## config.mk

```make
export PLATFORM = sky130hd
export DESIGN_NAME = txbuf_own_ctrl
export DESIGN_NICKNAME = d
export VERILOG_FILES = /design/src/rtl/txo_pkg.sv /design/src/rtl/txo_event_decode.sv /design/src/rtl/txo_owner.sv /design/src/rtl/txo_flag.sv /design/src/rtl/txbuf_own_ctrl.sv
export SDC_FILE = /design/constraint.sdc
export NUM_CORES = 1
export LEC_CHECK = 0
export BUFFER_PORTS_ARGS = -buffer_cell sky130_fd_sc_hd__buf_4
export CORE_AREA = 2 2 39 41
export CTS_BUF_LIST = sky130_fd_sc_hd__clkbuf_8
export DETAILED_ROUTE_END_ITERATION = 10
export DIE_AREA = 0 0 41 43
export GPL_TIMING_DRIVEN = 0
export PLACE_DENSITY = 0.3
export SETUP_SLACK_MARGIN = 0.05
export SLEW_MARGIN = 0
export SYNTH_ARGS = -nofsm -noshare
export SYNTH_HDL_FRONTEND = slang
export SYNTH_SLANG_ARGS = --single-unit
export TNS_END_PERCENT = 20
```

## constraint.sdc

```tcl
create_clock -name clk -period 0.8 [get_ports clk]
set_input_delay 0.08 -clock clk [delete_from_list [all_inputs] [get_ports clk]]
set_output_delay 0.08 -clock clk [all_outputs]
set_load 0.005 [all_outputs]
```

## src/rtl/txo_pkg.sv

```systemverilog
package txo_pkg;

  typedef enum logic [0:0] {
    OWN_FW = 1'b0,
    OWN_HW = 1'b1
  } owner_e;

  typedef struct packed {
    logic start_acc;
    logic eot_evt;
    logic set_acc;
    logic clr_acc;
  } txo_evt_t;

endpackage

```

## src/rtl/txo_event_decode.sv

```systemverilog
module txo_event_decode
  import txo_pkg::*;
(
  input  logic     fw_set_rdy,
  input  logic     fw_clr_rdy,
  input  logic     hw_start,
  input  logic     word_sent,
  input  logic     frame_end,
  input  logic     rdy_q,
  input  owner_e   owner_q,
  output txo_evt_t evt
);
  logic locked;
  logic fw_open;

  always_comb begin
    locked        = (owner_q == OWN_HW);
    evt.start_acc = hw_start & rdy_q & ~locked;
    evt.eot_evt   = locked & word_sent & frame_end;
    // firmware may touch the flag only when unlocked and no start is claiming it
    fw_open       = ~locked & ~evt.start_acc;
    evt.clr_acc   = fw_open & fw_clr_rdy;
    evt.set_acc   = fw_open & fw_set_rdy & ~fw_clr_rdy;
  end
endmodule

```

## src/rtl/txo_owner.sv

```systemverilog
module txo_owner
  import txo_pkg::*;
(
  input  logic     clk,
  input  logic     rst_n,
  input  txo_evt_t evt,
  output owner_e   owner_q
);
  owner_e owner_d;

  always_comb begin
    owner_d = owner_q;
    unique case (owner_q)
      OWN_FW: if (evt.start_acc) owner_d = OWN_HW;
      OWN_HW: if (evt.eot_evt)   owner_d = OWN_FW;
      default: owner_d = OWN_FW;
    endcase
  end

  always_ff @(posedge clk or negedge rst_n) begin
    if (!rst_n) owner_q <= OWN_FW;
    else        owner_q <= owner_d;
  end
endmodule

```

## src/rtl/txo_flag.sv

```systemverilog
module txo_flag #(
  parameter bit SET_WINS = 1'b0
) (
  input  logic clk,
  input  logic rst_n,
  input  logic set_i,
  input  logic clr_i,
  output logic q
);
  logic d;

  generate
    if (SET_WINS) begin : g_set_pri
      always_comb d = set_i ? 1'b1 : (clr_i ? 1'b0 : q);
    end else begin : g_clr_pri
      always_comb d = clr_i ? 1'b0 : (set_i ? 1'b1 : q);
    end
  endgenerate

  always_ff @(posedge clk or negedge rst_n) begin
    if (!rst_n) q <= 1'b0;
    else        q <= d;
  end
endmodule

```

## src/rtl/txbuf_own_ctrl.sv

```systemverilog
module txbuf_own_ctrl
  import txo_pkg::*;
(
  input  logic clk,
  input  logic rst_n,
  input  logic fw_set_rdy,
  input  logic fw_clr_rdy,
  input  logic fw_eot_clr,
  input  logic hw_start,
  input  logic word_sent,
  input  logic frame_end,
  output logic data_rdy,
  output logic buf_lock,
  output logic eot_status
);
  txo_evt_t evt;
  owner_e   owner_q;
  logic     rdy_q;
  logic     rdy_clr;

  txo_event_decode u_dec (
    .fw_set_rdy (fw_set_rdy),
    .fw_clr_rdy (fw_clr_rdy),
    .hw_start   (hw_start),
    .word_sent  (word_sent),
    .frame_end  (frame_end),
    .rdy_q      (rdy_q),
    .owner_q    (owner_q),
    .evt        (evt)
  );

  txo_owner u_own (
    .clk     (clk),
    .rst_n   (rst_n),
    .evt     (evt),
    .owner_q (owner_q)
  );

  // hardware may only lower the ready flag; firmware lowers it when unlocked
  assign rdy_clr = evt.eot_evt | evt.clr_acc;

  txo_flag #(.SET_WINS(1'b0)) u_rdy (
    .clk   (clk),
    .rst_n (rst_n),
    .set_i (evt.set_acc),
    .clr_i (rdy_clr),
    .q     (rdy_q)
  );

  txo_flag #(.SET_WINS(1'b1)) u_eot (
    .clk   (clk),
    .rst_n (rst_n),
    .set_i (evt.eot_evt),
    .clr_i (fw_eot_clr),
    .q     (eot_status)
  );

  assign data_rdy = rdy_q;
  assign buf_lock = (owner_q == OWN_HW);
endmodule

```

==> flow_metrics.py <==
metrics = {
    "run_status": {
        "status": "finished, violations left",
        "failed_checks": "negative setup slack",
    },
    "sta": {
        "skew_ns": 0.0005230,
        "rsz0062_at_grt": "true",
        "clock.fmax_mhz": 1111,
        "max_slew_margin": 0.9021,
        "finalCritPeriodShare": 1.125,
        "slew_viol_final": 0,
        "worst_slack_ns": -0.1001,
        "min_period_ns": 0.9001,
        "finalSetupViolations": 3,
        "hold_violations": 0,
        "worstMarginPinSlew_ns": 0.1453,
    },
    "layout": {
        "syn2layout_area_growth_pct": 125.7,
        "final_layout_size_suffix_gt1_frac": 0.5000,
        "mostFrequentLayoutCells": "8 x buf_4, 3 x nand2_1, 3 x clkbuf_8",
        "nNetsFinal": 37,
        "final.fill_count": 154,
        "final_common_cell": "buf_4",
        "stdcell_count": 44,
        "num_antenna_cells": 0,
    },
    "power": {
        "total_power_w": 0.0009635,
        "p_per_area_nw_per_um2": 3377,
        "peakVddDrop_uv": 1052,
        "p_leak_nw": 0.1379,
    },
    "flow_run": {
        "cap_violations": 0,
    },
    "critical_path": {
        "slowest_stage": "dfrtp_1",
        "cp.arrival_ns": 1.00,
        "crit_chain": "o21bai_1, a21oi_1, a31o_1",
        "slowest_delay_ns": 0.39,
        "critical_path_class": "flop to flop",
        "start_kind": "flop",
        "end_kind": "flop",
        "required_ns": 0.90,
        "cp_max_fo": 4,
    },
    "drt": {
        "firstDrtPassIters": 1,
        "drt_iter0_drc": 0,
        "vias": 148,
        "ant_nets": 0,
        "drc": 0,
        "vias_per_cell": 3.364,
        "wl_per_cell_um": 8.273,
        "routed_wirelength_um": 364,
    },
    "floorplanning": {
        "start_util": 0.09132,
        "die_area_um2": 1763,
        "io-pin-count": 11,
        "rows": 14,
        "dieHeight_um": 43,
        "coreArea_um2": 1384,
        "die_w_um": 41,
    },
    "place": {
        "gp_congestion": 0.5197,
        "dp_hpwl_um": 262.8,
        "placed_cells": 39,
        "io_buffer_count": 10,
    },
    "clock_network": {
        "clock_latency_ns": 0.21,
        "post_cts_buffers": 0,
        "cts_root_buffer": "clkbuf_8",
        "numCtsBuffers": 3,
        "htree_num_levels": 1,
        "cts_tree": "done",
        "clockBufferDepth": 2,
        "clkSlewWorstSetupHoldPaths_ns": 0.03,
        "cts.sinks": 3,
    },
    "yosys": {
        "syn_inst": 13,
        "synth.distinct_cells": 8,
        "yosysSeqAreaShare": 0.5941,
        "yosys_warnings": 0,
        "syn_area_um2": 126.4,
        "avgSynthCellArea_um2": 9.721,
        "syn_nets": 21,
        "ys_ff_latch": 3,
    },
    "global_route": {
        "track_usage": 0.05337,
        "antenna_found_initial": 0,
        "grt_pass1_vias": 160,
        "grt_max_degree": 7,
        "grt_pass1_wl_um": 565,
        "grt_overflow": 0,
    },
    "hold_path": {
        "min_path_type": "primary input to flop",
    },
}
[cell families after synthesis]
| group | count (synthesis) | synth area share |
|---|---|---|
| AOI/OAI and AO/OA | 5 | 0.2475 |
| buffers and inverters | 1 | 0.02967 |
| DFF | 3 | 0.5940 |
| and+or+nand+nor | 4 | 0.1287 |
[area by class of cell]
type | instances | area, um^2 | area share
clock buffer | 3 | 41.29 | 0.1447
clock inverter | 1 | 3.754 | 0.01316
inverter | 1 | 3.754 | 0.01316
multi-input combinational | 9 | 47.55 | 0.1667
sequential | 3 | 76.32 | 0.2675
tap | 16 | 20.02 | 0.07018
timing repair buffer | 11 | 92.59 | 0.3246
[report_power, final]
part	internal, W	total [W]	switching (W)
Sequential	0.000222	0.000296	0.0000739
Clock	0.000327	0.000426	0.0000989
Combinational	0.000164	0.000242	0.0000780
[repair_timing]
item | in CTS | in global routing
hold buffers | 1 | 0
setup endpoints to repair | 4 | 6
gates resized for setup | 1 | 2
hold endpoints to repair | 3 | 0
[final timing paths]
check	startpoint	to	slack [ns]	cells after the start
max	u_rdy.q	u_rdy.q	-0.10	3
min	fw_eot_clr	u_eot.q	0.06	2
max reg2reg	u_rdy.q	u_rdy.q	-0.10	3
min reg2reg	u_own.owner_q	u_own.owner_q	0.55	1
max in group asynchronous	rst_n	u_own.owner_q	0.50	2
min in group asynchronous	rst_n	u_own.owner_q	0.20	2
[flip-flops by register name (all words and copies together), names as in the netlist]
name and flops:
u_eot.q 1, u_own.owner_q 1, u_rdy.q 1
[metal layers]
metal	vias up	track usage	share of wire
met5	-	0	0
met4	0	0.04000	0
met3	0	0.04712	0.18
met2	13	0.05938	0.34
met1	61	0.06169	0.47
li1	74	-	-
[critical path, delay by kind of cell (launching register included)]
kind	cells	cell delay, ns
AO/OA/AOI/OAI	3	0.39
flip-flops	1	0.39
[cells in the mapped netlist (all sizes together)]
| cell type | number | area, um^2 |
|---|---|---|
| inv | 1 | 3.750 |
| dfrtp | 3 | 75.07 |
| a21oi | 1 | 5.000 |
| a31o | 1 | 8.760 |
| nand3 | 1 | 5.000 |
| nand2 | 3 | 11.26 |
| o21bai | 1 | 7.510 |
| o21ai | 2 | 10.01 |
[per-stage QoR]
| step | setup TNS [ns] | hold WS, ns | cell area (um^2) | setup slack (ns) | util |
|---|---|---|---|---|---|
| global route | -0.3263 | 0.07562 | 285.3 | -0.1701 | 0.2061 |
| global placement | -0.08954 | -0.1305 | 221.5 | -0.08954 | 0.1600 |
| CTS | -0.2290 | 0.05642 | 280.3 | -0.1133 | 0.2025 |
| detailed placement | -0.1091 | -0.1275 | 221.5 | -0.1091 | 0.1600 |
| floorplan | -0.07032 | -0.2156 | 126.4 | -0.07032 | - |
| finish | -0.1795 | 0.05839 | 285.3 | -0.1001 | 0.2061 |
Power figures use the tool's default switching activity.
